### config.mk
export PLATFORM = sky130hd
export DESIGN_NAME = stack_ptr_unit
export DESIGN_NICKNAME = d
export VERILOG_FILES = /design/src/rtl/stack_ptr_pkg.sv /design/src/rtl/stack_sfr_port.sv /design/src/rtl/stack_ptr_reg.sv /design/src/rtl/stack_addr_map.sv /design/src/rtl/stack_ptr_unit.sv
export SDC_FILE = /design/constraint.sdc
export NUM_CORES = 1
export LEC_CHECK = 0
export ABC_AREA = 1
export BUFFER_PORTS_ARGS = -buffer_cell sky130_fd_sc_hd__buf_2
export CAP_MARGIN = 20
export CORE_MARGIN = 8
export CORE_UTILIZATION = 49
export CTS_CLUSTER_SIZE = 25
export DETAILED_ROUTE_END_ITERATION = 7
export PLACE_DENSITY = 0.76
export SETUP_SLACK_MARGIN = 0.3
export SLEW_MARGIN = 20
export SYNTH_ARGS = -nofsm -noshare
export SYNTH_HDL_FRONTEND = slang
export SYNTH_SLANG_ARGS = --single-unit
### constraint.sdc
create_clock -name clk_i -period 1.95 [get_ports clk_i]
set_input_delay 0.2925 -clock clk_i [delete_from_list [all_inputs] [get_ports clk_i]]
set_output_delay 0.2925 -clock clk_i [all_outputs]
set_load 0.05 [all_outputs]
### src/rtl/stack_ptr_pkg.sv
package stack_ptr_pkg;
  localparam int LO_W  = 8;
  localparam int HI_W  = 3;
  localparam int PTR_W = LO_W + HI_W;
  localparam logic [7:0] RST_LO = 8'h07;

  typedef enum logic [1:0] {
    STEP_HOLD = 2'd0,
    STEP_INC  = 2'd1,
    STEP_DEC  = 2'd2
  } step_e;
endpackage

### src/rtl/stack_sfr_port.sv
module stack_sfr_port
  import stack_ptr_pkg::*;
#(
  parameter logic [7:0] LO_ADDR = 8'h81,
  parameter logic [7:0] HI_ADDR = 8'hB7
) (
  input  logic            clk_i,
  input  logic            rst_ni,
  input  logic            ext_en_i,
  input  logic            sfr_we_i,
  input  logic [7:0]      sfr_addr_i,
  input  logic [LO_W-1:0] lo_q_i,
  input  logic [HI_W-1:0] hi_q_i,
  output logic            wr_lo_o,
  output logic            wr_hi_o,
  output logic            blk_o,
  output logic [7:0]      sfr_rdata_o
);
  logic hit_lo, hit_hi;
  assign hit_lo  = sfr_addr_i == LO_ADDR;
  assign hit_hi  = sfr_addr_i == HI_ADDR;
  assign wr_lo_o = sfr_we_i && hit_lo;
  assign wr_hi_o = sfr_we_i && hit_hi && ext_en_i;
  // any write aimed at a stack register suppresses push/pop
  assign blk_o   = sfr_we_i && (hit_lo || hit_hi);

  always_comb begin
    sfr_rdata_o = '0;
    if (hit_lo)               sfr_rdata_o[LO_W-1:0] = lo_q_i;
    else if (hit_hi && ext_en_i) sfr_rdata_o[HI_W-1:0] = hi_q_i;
  end

  p_hi_locked_r9: assert property (@(posedge clk_i) disable iff (!rst_ni)
    (hit_hi && !ext_en_i) |-> (sfr_rdata_o == 8'h00 && !wr_hi_o));
  p_hi_upper_zero_r8: assert property (@(posedge clk_i) disable iff (!rst_ni)
    hit_hi |-> (sfr_rdata_o[7:HI_W] == '0));
endmodule

### src/rtl/stack_ptr_reg.sv
module stack_ptr_reg
  import stack_ptr_pkg::*;
(
  input  logic             clk_i,
  input  logic             rst_ni,
  input  logic             ext_en_i,
  input  logic             push_i,
  input  logic             pop_i,
  input  logic             blk_i,
  input  logic             wr_lo_i,
  input  logic             wr_hi_i,
  input  logic [7:0]       wdata_i,
  output logic [LO_W-1:0]  lo_q_o,
  output logic [HI_W-1:0]  hi_q_o,
  output logic [PTR_W-1:0] ptr_o,
  output logic [PTR_W-1:0] ptr_inc_o,
  output step_e            step_o
);
  logic [LO_W-1:0]  lo_q, lo_d;
  logic [HI_W-1:0]  hi_q, hi_d;
  logic [PTR_W-1:0] ptr, ptr_inc, ptr_dec, ptr_nxt;
  step_e            step;

  assign ptr     = {(ext_en_i ? hi_q : {HI_W{1'b0}}), lo_q};
  assign ptr_inc = ptr + PTR_W'(1);
  assign ptr_dec = ptr - PTR_W'(1);

  always_comb begin
    step = STEP_HOLD;
    if (!blk_i && push_i && !pop_i) step = STEP_INC;
    if (!blk_i && pop_i && !push_i) step = STEP_DEC;
  end

  always_comb begin
    unique case (step)
      STEP_INC: ptr_nxt = ptr_inc;
      STEP_DEC: ptr_nxt = ptr_dec;
      default:  ptr_nxt = ptr;
    endcase
    lo_d = ptr_nxt[LO_W-1:0];
    hi_d = ext_en_i ? ptr_nxt[PTR_W-1:LO_W] : '0;
    if (wr_lo_i) lo_d = wdata_i[LO_W-1:0];
    if (wr_hi_i) hi_d = wdata_i[HI_W-1:0];
  end

  always_ff @(posedge clk_i or negedge rst_ni) begin
    if (!rst_ni) begin
      lo_q <= RST_LO;
      hi_q <= '0;
    end else begin
      lo_q <= lo_d;
      hi_q <= hi_d;
    end
  end

  assign lo_q_o    = lo_q;
  assign hi_q_o    = hi_q;
  assign ptr_o     = ptr;
  assign ptr_inc_o = ext_en_i ? ptr_inc : {{HI_W{1'b0}}, ptr_inc[LO_W-1:0]};
  assign step_o    = step;

  p_hi_cleared_r10: assert property (@(posedge clk_i) disable iff (!rst_ni)
    !ext_en_i |=> (hi_q == '0));
  p_wr_wins_r11: assert property (@(posedge clk_i) disable iff (!rst_ni)
    wr_lo_i |=> (lo_q == $past(wdata_i[LO_W-1:0])));
  p_both_hold_r12: assert property (@(posedge clk_i) disable iff (!rst_ni)
    (push_i && pop_i && !blk_i && !wr_hi_i) |=> (lo_q == $past(lo_q)));
  p_narrow_wrap_r4: assert property (@(posedge clk_i) disable iff (!rst_ni)
    (!ext_en_i && push_i && !pop_i && !blk_i && lo_q == 8'hFF) |=> (lo_q == 8'h00));
endmodule

### src/rtl/stack_addr_map.sv
module stack_addr_map
  import stack_ptr_pkg::*;
(
  input  logic             clk_i,
  input  logic             rst_ni,
  input  logic             ext_en_i,
  input  step_e            step_i,
  input  logic [PTR_W-1:0] ptr_i,
  input  logic [PTR_W-1:0] ptr_inc_i,
  output logic [PTR_W-1:0] stack_addr_o,
  output logic             xram_sel_o
);
  // push addresses the pre-incremented slot, everything else the current one
  assign stack_addr_o = (step_i == STEP_INC) ? ptr_inc_i : ptr_i;
  assign xram_sel_o   = ext_en_i && (stack_addr_o[PTR_W-1:LO_W] != '0);

  p_sel_needs_ext_r7: assert property (@(posedge clk_i) disable iff (!rst_ni)
    xram_sel_o |-> ext_en_i);
  p_narrow_stays_low_r4: assert property (@(posedge clk_i) disable iff (!rst_ni)
    !ext_en_i |-> (stack_addr_o[PTR_W-1:LO_W] == '0 && !xram_sel_o));
endmodule

### src/rtl/stack_ptr_unit.sv
module stack_ptr_unit
  import stack_ptr_pkg::*;
#(
  parameter logic [7:0] LO_ADDR = 8'h81,
  parameter logic [7:0] HI_ADDR = 8'hB7
) (
  input  logic              clk_i,
  input  logic              rst_ni,
  input  logic              ext_en_i,
  input  logic              push_i,
  input  logic              pop_i,
  input  logic              sfr_we_i,
  input  logic [7:0]        sfr_addr_i,
  input  logic [7:0]        sfr_wdata_i,
  output logic [7:0]        sfr_rdata_o,
  output logic [PTR_W-1:0]  stack_addr_o,
  output logic              xram_sel_o
);
  logic             wr_lo, wr_hi, blk;
  logic [LO_W-1:0]  lo_q;
  logic [HI_W-1:0]  hi_q;
  logic [PTR_W-1:0] ptr, ptr_inc;
  step_e            step;

  stack_sfr_port #(.LO_ADDR(LO_ADDR), .HI_ADDR(HI_ADDR)) u_sfr (
    .clk_i, .rst_ni, .ext_en_i, .sfr_we_i, .sfr_addr_i,
    .lo_q_i(lo_q), .hi_q_i(hi_q),
    .wr_lo_o(wr_lo), .wr_hi_o(wr_hi), .blk_o(blk), .sfr_rdata_o
  );

  stack_ptr_reg u_reg (
    .clk_i, .rst_ni, .ext_en_i, .push_i, .pop_i,
    .blk_i(blk), .wr_lo_i(wr_lo), .wr_hi_i(wr_hi), .wdata_i(sfr_wdata_i),
    .lo_q_o(lo_q), .hi_q_o(hi_q), .ptr_o(ptr), .ptr_inc_o(ptr_inc), .step_o(step)
  );

  stack_addr_map u_map (
    .clk_i, .rst_ni, .ext_en_i, .step_i(step),
    .ptr_i(ptr), .ptr_inc_i(ptr_inc), .stack_addr_o, .xram_sel_o
  );
endmodule

# == After elaboration in Yosys (flattened, before gate mapping) ==
# Cells that the tools add are included.
# word_totals
in_bits,22
regBits,11
out_inout_bits,20
wordCells,36
# op_classes
reduce_logical,16
n_eq_ne,4
muxes,12
addsub,2
# ops
op,n
$mux 11,2
$pmux 11 s2,1
$eq 8x8->1 const B,2
$mux 3,5
$add 11x1->11 const B,1
$sub 11x1->11 const B,1
$logic_and 1x1->1,10
$mux 8,1
$reduce_bool 3->1,2
$mux 5,1
$logic_not 1->1,3
$eq 2x1->1 const B,1
$eq 2x2->1 const B,1
$mux 2,1
$logic_or 1x1->1,1
$mux 1,1

# == Depth between registers and ports, before layout ==
# Gate-level depths: netlist of run 1.
# logic_depth
depth_word,12
mapped_depth,11
depth_no_buf,11

# == Cells and area by module ==
# From an unflattened synthesis of run 1, not the netlist that was laid out.
# hier_totals
hier_cells,283
area_unflattened_um2,1739.2
# by_module_without_submodules
module,seq_area_each_um2,instances,cells_each,area_each_um2
stack_ptr_reg,279.0,1,202,1260.0
stack_sfr_port,0.0,1,50,255.2
stack_addr_map,0.0,1,31,224.0

# == Least setup slack after synthesis of run 1 ==
# OpenSTA, ideal clock, no wires.
# synth_timing
path_kind,input to output
startpoint,in sfr_addr_i[6]
endpoint,out stack_addr_o[1]
t_required_ns,1.657
cell_stages,8
arrival_ns,2.057
n_path_buf,1
slack_ns,-0.399
path_cell_list,inv_1 > nand2_2 > nor2_2 > nand3_4 > nand2_4 > nor2_4 > buf_6 > o21ai_0
# synth_via
elab_chain_cells,10
word_cells_on_any_way,13
# synth_lines
item,line_no,rtl
from (decl),stack_ptr_unit.sv:13,"input logic [7:0] sfr_addr_i,"
$eq 8x8->1 (on tied branches),"stack_sfr_port.sv:20, stack_sfr_port.sv:21",
$logic_or 1x1->1 *,stack_sfr_port.sv:25,assign blk_o = sfr_we_i && (hit_lo || hit_hi);
$logic_and 1x1->1 *,stack_sfr_port.sv:25,
$logic_not 1->1 *,"stack_ptr_reg.sv:30, stack_ptr_reg.sv:31",
$logic_and 1x1->1 (2 in series),stack_ptr_reg.sv:30,if (!blk_i && push_i && !pop_i) step = STEP_INC;
$mux 1,stack_ptr_reg.sv:30,
$mux 2 *,stack_ptr_reg.sv:31,if (!blk_i && pop_i && !push_i) step = STEP_DEC;
$eq 2x1->1 *,stack_addr_map.sv:14,assign stack_addr_o = (step_i == STEP_INC) ? ptr_inc_i : ptr_i;
$mux 11 *,stack_addr_map.sv:14,
to (decl),stack_ptr_unit.sv:16,"output logic [PTR_W-1:0] stack_addr_o,"
# Every way passes the cells marked *; elsewhere a longest branch is shown, timed or not.

# == Worst setup path after layout of run 1 ==
# layout_timing
startpoint,"reg u_reg.lo_q[1], in the netlist u_reg.lo_q_o[1]"
endpoint,out xram_sel_o
# layout_via
elab_chain_cells,5
# layout_lines
item,line_no,rtl
from (decl),stack_ptr_reg.sv:19,"logic [LO_W-1:0] lo_q, lo_d;"
from (signal assigned),stack_ptr_reg.sv:51,lo_q <= lo_d;
$add 11x1->11,stack_ptr_reg.sv:25,assign ptr_inc = ptr + PTR_W'(1);
$mux 11,stack_ptr_reg.sv:59,"assign ptr_inc_o = ext_en_i ? ptr_inc : {{HI_W{1'b0}}, ptr_inc[LO_W-1:0]};"
$mux 11,stack_addr_map.sv:14,
$reduce_bool 3->1,stack_addr_map.sv:15,assign xram_sel_o = ext_en_i && (stack_addr_o[PTR_W-1:LO_W] != '0);
$logic_and 1x1->1,stack_addr_map.sv:15,
to (decl),stack_ptr_unit.sv:17,output logic xram_sel_o
# No other way between the ends.

==> impl_table.tex, run 1 <==
\begin{tabular}{lr}
\hline
Metric & Value \\
\hline
\multicolumn{2}{l}{\textbf{Global route}} \\
\quad Global routing usage summed across all routing layers & 21.0\% \\
\quad Antenna violations before repair & 0 \\
\quad Via count of the first global-routing pass & 1,892 \\
\quad Largest net degree at the start of global routing & 13 \\
\quad Wire length of the first global-routing pass & just under 9000 um \\
\quad Total overflow reported by the global router & 0 \\
\multicolumn{2}{l}{\textbf{Place}} \\
\quad Final weighted congestion of routability-driven global placement & 1.03 \\
\quad Count of buffers inserted at the top-level ports & a little over 40 \\
\quad Detailed-placement wirelength estimate & 4000 um \\
\quad Cell Count Post-Placement & 346 \\
\quad Worst-case setup slack after placement & -27.7 ps \\
\multicolumn{2}{l}{\textbf{Finish}} \\
\quad Sequential cell area in the final layout & 282 um2 \\
\quad Share of cells above drive strength 1 & 55.2\% \\
\quad Final-layout fill cell count & 97 \\
\quad Core occupancy in the finished layout & 93.6\% \\
\quad Layout overhead on the synthesized area & 87.9\% \\
\quad Ant. Diodes & 0 \\
\quad Area of combinational cells with multiple inputs & 1430 um2 \\
\quad Final non-filler cell total & 372 \\
\quad Number of nets in the layout & 365 \\
\multicolumn{2}{l}{\textbf{Timing}} \\
\quad Final Hold Fails & 0 \\
\quad Final setup vio count & 18 \\
\quad Worst Clk Skew & 6.96 ps \\
\quad Actual transition at the worst max-transition pin & between 300 and 400 ps \\
\quad Setup repair after global routing missed its margin & yes \\
\quad Setup slack of the critical path after layout & -316 ps \\
\quad Max frequency & 441 MHz \\
\quad Shortest clock period the worst path allows after layout & 2270 ps \\
\quad Share of the clock period used by the worst path after layout & 116\% \\
\quad Slew HR & 76.4\% \\
\quad Max-slew violation count & 0 \\
\multicolumn{2}{l}{\textbf{Power}} \\
\quad Power density of the placed cells & 1110 nW/um2 \\
\quad Cell leakage power & 1.33 nW \\
\quad Total design power & just over 0.003 W \\
\quad Worst-case vdd ir drop & 1.03 mV \\
\multicolumn{2}{l}{\textbf{Worst setup path}} \\
\quad Data required time of the critical path & 1660 ps \\
\quad Crit end category & output port \\
\quad Worst setup path class & flop to output port \\
\quad Kind of start point of the critical path & flop \\
\quad Data arrival time of the worst path & 1970 ps \\
\quad Crit Path Max Fanout & 2 \\
\multicolumn{2}{l}{\textbf{Synth}} \\
\quad Warnings, synthesis & 0 \\
\quad Library cell with the highest instance count after synthesis & nand2\_1 \\
\quad Gate count after technology mapping & 253 \\
\quad Number of distinct library cells after synthesis & 29 \\
\quad Number of register bits inferred by synthesis & 11 \\
\quad Proportion of synthesized flip-flops having asynchronous set or reset & 100\% \\
\quad Netlist Area Pre-Place & 1480 um2 \\
\quad Leading cell types by total area after synthesis & nand2\_1, dfrtp\_1, inv\_1 \\
\quad EDFF count, synth & 0 \\
\quad Sequential share of the synthesized area & about a fifth \\
\quad Post-synth top area cell & nand2\_1 \\
\quad Top cells by instance count after synthesis & nand2\_1, inv\_1, nor2\_1 \\
\quad Net count after synthesis & between 200 and 300 \\
\quad Post-synthesis area per instance & 5.87 um2 \\
\quad Portion of synthesized cell area occupied by the leading cell type & 20.5\% \\
\quad Primary flip-flop cell chosen by synthesis mapping & dfrtp\_1 \\
\multicolumn{2}{l}{\textbf{Flow run}} \\
\quad Total of max-cap violations & 0 \\
\multicolumn{2}{l}{\textbf{Clock tree}} \\
\quad Clock Latency Late Sink & roughly 270 ps \\
\quad CTS sink count & 11 \\
\quad CTS Root Buffer Type & clkbuf\_4 \\
\quad Maximum level of the CTS H-tree & 1 \\
\quad Longest Clk Path Bufs & 2 \\
\quad Number of buffers added by the clock tree synthesis step & 3 \\
\quad Clock tree from TritonCTS & yes \\
\quad Clock Pin Slew Worst Setup and Hold Paths & 60 ps \\
\multicolumn{2}{l}{\textbf{Die}} \\
\quad Placement Rows & 20 \\
\quad Core area & 2980 um2 \\
\quad Overall die area & 5050 um2 \\
\quad Chip height & 71.0 um \\
\quad Number of top-level design ports & between 40 and 50 \\
\quad Effective utilization at floorplan & 49.8\% \\
\quad Die X & 71.0 um \\
\multicolumn{2}{l}{\textbf{Detailed routing}} \\
\quad DR vias/cell & 6.26 \\
\quad Number of routed nets with antenna violations & 0 \\
\quad TritonRoute pass-1 iters & 8 \\
\quad Wire length per cell after detailed routing & 21.5 um \\
\quad Vias & 2,328 \\
\quad Total wirelength of the detailed-routed design & 8010 um \\
\quad Iter 0 DRT Violations & 404 \\
\quad DRC errors left & 0 \\
\multicolumn{2}{l}{\textbf{Status}} \\
\quad Violations in the final reports & negative setup slack \\
\quad Outcome & finished with violations \\
\multicolumn{2}{l}{\textbf{Worst hold path}} \\
\quad Worst hold path type & input port to flop \\
\hline
\end{tabular}
## logic make-up (layout without fill, tap and decap cells)
family                   Yosys count  count (layout)  share of synthesized area, %
XOR/XNOR                           8               8                          4.72
AND/OR/NAND/NOR                  162             162                          51.9
AO/OA/AOI/OAI                     24              24                          9.27
flip-flops                        11              11                          18.8
buffers and inverters             45             131                          12.8
adder cells (fa/ha/maj)            3               3                          2.53
## routing by layer
metal / vias up / GRT usage, % / share of wire, %
met5: - / 0 / 0
li1: 962 / - / -
met4: 0 / 7.16 / 8.4
met3: 74 / 4.94 / 12
met2: 235 / 35.4 / 46
met1: 1057 / 25.4 / 34
## cell usage in the layout (no fill, tap or decap), types with 7 or more instances in the layout
master,synthesis,routed
inv_1,39,22
nand2_4,2,9
nand2_2,1,9
buf_4,1,23
nor2_1,33,19
nor2_2,9,12
nand2_1,81,66
nand3_2,1,7
nand3_1,22,12
buf_2,2,20
nor2_4,1,12
nand3_4,3,7
buf_6,2,32
inv_2,1,9
xor2_1,8,7
## through the flow
stage	cell area (um2)	hold slack, ps	TNS [ps]
floorplan	1750	-3.09	0
global placement	2170	172	0
detailed placement	2170	171	-52.9
CTS	2410	239	-1350
global route	2790	256	-3640
finish	2790	257	-3000
## repair_timing
action | CTS | global route
hold buffers | 1 | 0
buffers inserted | 6 | 15
resized for setup | 47 | 74
endpoints found under the hold margin | 8 | 0
pin swaps | 10 | 31
setup endpoints to repair | 23 | 31
## path summary, 6_finish.rpt
kind                                       from              end  slack (ps)  depth (start not counted)
worst min-delay path             sfr_wdata_i[7]  u_reg.lo_q_o[7]         260                          3
worst min register to register  u_reg.lo_q_o[3]  u_reg.lo_q_o[3]         690                          2
min in group asynchronous                rst_ni  u_reg.hi_q_o[1]         450                          2
max in group asynchronous                rst_ni  u_reg.lo_q_o[1]        1220                          2
worst max register to register  u_reg.lo_q_o[0]  u_reg.lo_q_o[5]         -40                         11
worst max-delay path            u_reg.lo_q_o[1]       xram_sel_o        -320                         10
## critical path, stage by stage, from the launching register on
cell and delay (ps):
dfstp_2 590, ha_4 180, nand2_4 60, inv_4 80, buf_6 90, nand4_1 120
nand3_2 140, nor2_4 50, nor2_4 160, nand3_4 80, buf_8 150
## sequential cells by signal (all words and copies together) (netlist names)
| signal | cells |
|---|---|
| u_reg.hi_q_o | 3 |
| u_reg.lo_q_o | 8 |
## area by class of cell
type                            count  area share, %
Clock buffer                        4          0.943
Inverter                           40           7.27
Multi-Input combinational cell    197           51.2
Sequential cell                    11           10.1
Tap cell                           33           1.48
Timing Repair Buffer               87           29.0
## report_power, final
part	internal [W]	total [W]	switching (W)
Sequential	0.000330	0.000506	0.000177
Clock	0.0000793	0.000155	0.0000762
Combinational	0.00100	0.00242	0.00142
Total	0.00141	0.00308	0.00167
Note: power is estimated with default switching activity, not from simulation.
==> run 2: changes to the inputs <==
Settings changed: CAP_MARGIN 20 to unset, CORE_ASPECT_RATIO set to 2, PLACE_DENSITY 0.76 to 0.74, SYNTH_HIERARCHICAL set to 1.
==> run 2 against run 1 <==
Net effect: clock power increased by 53%; non-clock buffer count rose by 8; highest routed layer unchanged; worst setup slack lost 150 ps; fmax is 6.3% lower; sequential cell count did not move; core utilization is 12 points lower; clock-buffer cell count unchanged; sequential power decreased by 14%; critical path type unchanged; largest cell class unchanged; the run still ends with negative setup slack left.
==> impl_table.tex, run 2 <==
\begin{tabular}{lr}
\hline
Metric & Value \\
\hline
\multicolumn{2}{l}{\textbf{Status}} \\
\quad Outcome & finished with violations (unchanged) \\
\quad Violations in the final reports & negative setup slack (unchanged) \\
\multicolumn{2}{l}{\textbf{Worst hold path}} \\
\quad Worst hold path type & input port to flop (unchanged) \\
\quad Hold path depth & 3 (unchanged) \\
\multicolumn{2}{l}{\textbf{Worst setup path}} \\
\quad Crit Path Max Fanout & 5 (was 2) \\
\quad Worst-path cell chain & ha\_4 -> nand2\_4 -> nor2\_8 -> nand4\_1 -> and2\_4 -> inv\_2 -> nand3\_2 -> nand2\_2 -> nand3\_2 -> nand2\_2 -> clkinvlp\_4 -> buf\_8 (was ha\_4 -> nand2\_4 -> inv\_4 -> buf\_6 -> nand4\_1 -> nand3\_2 -> nor2\_4 -> nor2\_4 -> nand3\_4 -> buf\_8) \\
\quad Data arrival time of the worst path & 2130 ps (was 1970 ps) \\
\quad Kind of start point of the critical path & flop (unchanged) \\
\quad Critical Path Slowest Stage Cell & dfstp\_2 (unchanged) \\
\quad Data required time of the critical path & 1660 ps (about the same) \\
\quad Maximum single-stage delay on the critical path & 570 ps (was 590 ps) \\
\quad Total stage count of the critical path & 12 (was 10) \\
\quad Dominant delay contributor by cell family on the critical path & simple AND/OR/NAND/NOR gates (unchanged) \\
\quad Crit end category & output port (unchanged) \\
\quad Path depth of the worst reg2reg path & 12 (was 11) \\
\quad Bufs and invs on worst path & 3 (unchanged) \\
\quad Worst setup path class & flop to output port (unchanged) \\
\multicolumn{2}{l}{\textbf{Clock tree}} \\
\quad Number of buffers added by the clock tree synthesis step & 3 (unchanged) \\
\quad Maximum level of the CTS H-tree & 1 (unchanged) \\
\quad Clock tree from TritonCTS & yes (unchanged) \\
\quad CTS Root Buffer Type & clkbuf\_8 (was clkbuf\_4) \\
\quad Clock Pin Slew Worst Setup and Hold Paths & 50 ps (was 60 ps) \\
\quad Longest Clk Path Bufs & 2 (unchanged) \\
\quad Clock Latency Late Sink & 250 ps (was 270 ps) \\
\quad CTS sink count & 11 (unchanged) \\
\multicolumn{2}{l}{\textbf{Timing}} \\
\quad Final Hold Fails & 0 (unchanged) \\
\quad Worst Clk Skew & 3.76 ps (was 6.96 ps) \\
\quad Final setup vio count & 12 (was 18) \\
\quad Slew HR & 80.9\% (was 76.4\%) \\
\quad Actual transition at the worst max-transition pin & 283 ps (was 354 ps) \\
\quad Setup repair after global routing missed its margin & yes (unchanged) \\
\quad Max-slew violation count & 0 (unchanged) \\
\quad Setup slack of the critical path after layout & -469 ps (was -316 ps) \\
\quad Setup\_tns & -3040 ps (was -3000 ps) \\
\quad Share of the clock period used by the worst path after layout & 124\% (was 116\%) \\
\quad Shortest clock period the worst path allows after layout & 2420 ps (was 2270 ps) \\
\quad Max frequency & 413 MHz (was 441 MHz) \\
\multicolumn{2}{l}{\textbf{Place}} \\
\quad Final weighted congestion of routability-driven global placement & 0.912 (was 1.03) \\
\quad Detailed-placement wirelength estimate & 4600 um (was 4000 um) \\
\quad Area post-placement & 2230 um2 (was 2170 um2) \\
\quad Count of buffers inserted at the top-level ports & 41 (unchanged) \\
\quad Worst-case setup slack after placement & -259 ps (was -27.7 ps) \\
\multicolumn{2}{l}{\textbf{Detailed routing}} \\
\quad TritonRoute pass-1 iters & 5 (was 8) \\
\quad Iter 0 DRT Violations & 110 (was 404) \\
\quad Wire length per cell after detailed routing & 16.8 um (was 21.5 um) \\
\quad Total wirelength of the detailed-routed design & 6740 um (was 8010 um) \\
\quad Number of routed nets with antenna violations & 0 (unchanged) \\
\quad Vias & 2,188 (was 2,328) \\
\quad DR vias/cell & 5.46 (was 6.26) \\
\quad DRC errors left & 0 (unchanged) \\
\multicolumn{2}{l}{\textbf{Global route}} \\
\quad Antenna violations before repair & 0 (unchanged) \\
\quad Met1 global-route usage & 17.8\% (was 25.4\%) \\
\quad Global routing usage summed across all routing layers & 20.9\% (was 21.0\%) \\
\quad Largest net degree at the start of global routing & 12 (was 13) \\
\quad Total overflow reported by the global router & 0 (unchanged) \\
\quad Most Used Layer, Global Route & met2 (unchanged) \\
\quad Wire length of the first global-routing pass & 9520 um (was 8710 um) \\
\quad Via count of the first global-routing pass & 2,162 (was 1,892) \\
\quad Global-route track usage on met3 & 3.85\% (was 4.94\%) \\
\quad Global Route met2 Usage & 39.3\% (was 35.4\%) \\
\multicolumn{2}{l}{\textbf{Synth}} \\
\quad Proportion of synthesized flip-flops having asynchronous set or reset & 100\% (unchanged) \\
\quad Number of register bits inferred by synthesis & 11 (unchanged) \\
\quad Post-synth top area cell & nand2\_1 (unchanged) \\
\quad Netlist Area Pre-Place & 1740 um2 (was 1480 um2) \\
\quad Portion of synthesized cell area occupied by the leading cell type & 19.6\% (was 20.5\%) \\
\quad Gate count after technology mapping & 283 (was 253) \\
\quad Number of distinct library cells after synthesis & 35 (was 29) \\
\quad Primary flip-flop cell chosen by synthesis mapping & dfrtp\_1 (unchanged) \\
\quad Net count after synthesis & 307 (was 278) \\
\quad Sequential share of the synthesized area & 16.0\% (was 18.8\%) \\
\quad EDFF count, synth & 0 (unchanged) \\
\quad Warnings, synthesis & 6 (was 0) \\
\quad Library cell with the highest instance count after synthesis & nand2\_1 (unchanged) \\
\quad Top cells by instance count after synthesis & nand2\_1, inv\_1, nand3\_1 (was nand2\_1, inv\_1, nor2\_1) \\
\quad Post-synthesis area per instance & 6.15 um2 (was 5.87 um2) \\
\quad Leading cell types by total area after synthesis & nand2\_1, dfrtp\_1, inv\_1 (unchanged) \\
\multicolumn{2}{l}{\textbf{Finish}} \\
\quad Core occupancy in the finished layout & 82.1\% (was 93.6\%) \\
\quad Ant. Diodes & 0 (unchanged) \\
\quad Layout overhead on the synthesized area & 59.5\% (was 87.9\%) \\
\quad Most used cells in the layout excluding fill and tap cells & nand2\_1, buf\_4, inv\_1, nand3\_1, buf\_6 (was nand2\_1, buf\_6, buf\_4, inv\_1, buf\_2) \\
\quad Commonest non-fill, non-tap cell in the layout & nand2\_1 (unchanged) \\
\quad Number of nets in the layout & 394 (was 365) \\
\quad Final instance area & 2770 um2 (was 2790 um2) \\
\quad Share of cells above drive strength 1 & 49.6\% (was 55.2\%) \\
\quad Flip-flop count of the largest register, all copies and words added & 8 (unchanged) \\
\multicolumn{2}{l}{\textbf{Die}} \\
\quad Effective utilization at floorplan & 51.5\% (was 49.8\%) \\
\quad Number of top-level design ports & 42 (unchanged) \\
\quad Core area & 3380 um2 (was 2980 um2) \\
\quad Overall die area & 5830 um2 (was 5050 um2) \\
\quad Placement Rows & 30 (was 20) \\
\quad Die X & 58.1 um (was 71.0 um) \\
\quad Chip height & 100 um (was 71.0 um) \\
\multicolumn{2}{l}{\textbf{Power}} \\
\quad Cell leakage power & 1.50 nW (was 1.33 nW) \\
\quad Total design power & 0.00310 W (was 0.00308 W) \\
\quad Worst-case vdd ir drop & 1.33 mV (was 1.03 mV) \\
\quad Power density of the placed cells & 1120 nW/um2 (was 1110 nW/um2) \\
\multicolumn{2}{l}{\textbf{Flow run}} \\
\quad Total of max-cap violations & 0 (unchanged) \\
\hline
\end{tabular}
[run 2: changes by cell type after synthesis, moves of 6 or more]
cell,change
nor2_2,+6
mux2_4,+8
nand2_1,+10
nand2_2,+6
xor2_1,-6
nor2_1,-12
buf_4,+7
inv_2,+7
[run 2: stage by stage]
| step | cells | hold WS, ps |
|---|---|---|
| finish | 401 | 270 |
| global placement | 384 | 178 |
| detailed placement | 384 | 183 |
| global route | 401 | 290 |
| floorplan | 283 | -3.09 |
| CTS | 391 | 267 |
[run 2: area by class of cell]
class,instances,area [um2]
multi-input cells,209,1360
repair buffers,95,845
fillers,223,604
flip-flops and latches,11,279
inverters,50,206
clock buffers,4,45.0
well taps,32,40.0
[run 2: kinds of logic after synthesis]
logic type | count (synthesis) | share of synthesized area, %
compound gates | 20 | 7.63
fa+ha+maj | 2 | 1.44
simple gates | 174 | 47.2
flops | 11 | 16.0
xor+xnor | 5 | 3.38
mux | 8 | 6.91
buf+inv | 63 | 17.4
[run 2: worst paths after layout]
| check | start | to | slack, ps |
|---|---|---|---|
| min | sfr_wdata_i[0] | u_reg/hi_q_o[0] | 270 |
| max reg2reg | u_reg/lo_q_o[0] | u_reg/hi_q_o[0] | 210 |
| min in group asynchronous | rst_ni | u_reg/lo_q_o[3] | 450 |
| max in group asynchronous | rst_ni | u_reg/lo_q_o[0] | 1230 |
| max | u_reg/lo_q_o[1] | xram_sel_o | -470 |
| min reg2reg | u_reg/hi_q_o[2] | u_reg/hi_q_o[2] | 650 |
[run 2: timing repair]
item,4_1_cts,5_1_grt
hold endpoints to repair,8,0
hold buffers,1,0
resized for setup,33,89
pin swaps,1,26
setup endpoints to repair,15,27
setup buffers,2,10
[run 2: per-layer routing]
metal | vias to the layer above | wire [um]
met5 | - | 0
li1 | 1036 | -
met3 | 27 | 482
met2 | 118 | 3700
met1 | 1007 | 2190
met4 | 0 | 366
[run 2: where the power goes]
part	switching, W	internal [W]
clock	0.0000928	0.000144
sequential	0.0000990	0.000336
combinational	0.00141	0.00101
[run 2: worst reg2reg max path: stages (launching register included)]
cell and delay, ps:
dfstp_2 560, buf_4 120, buf_8 130, inv_4 50
ha_4 170, nand2_4 70, nor2_2 50, nand2_1 60
nand2_1 50, nand3_2 60, nand2_1 50, o21bai_1 170
nand2_1 70
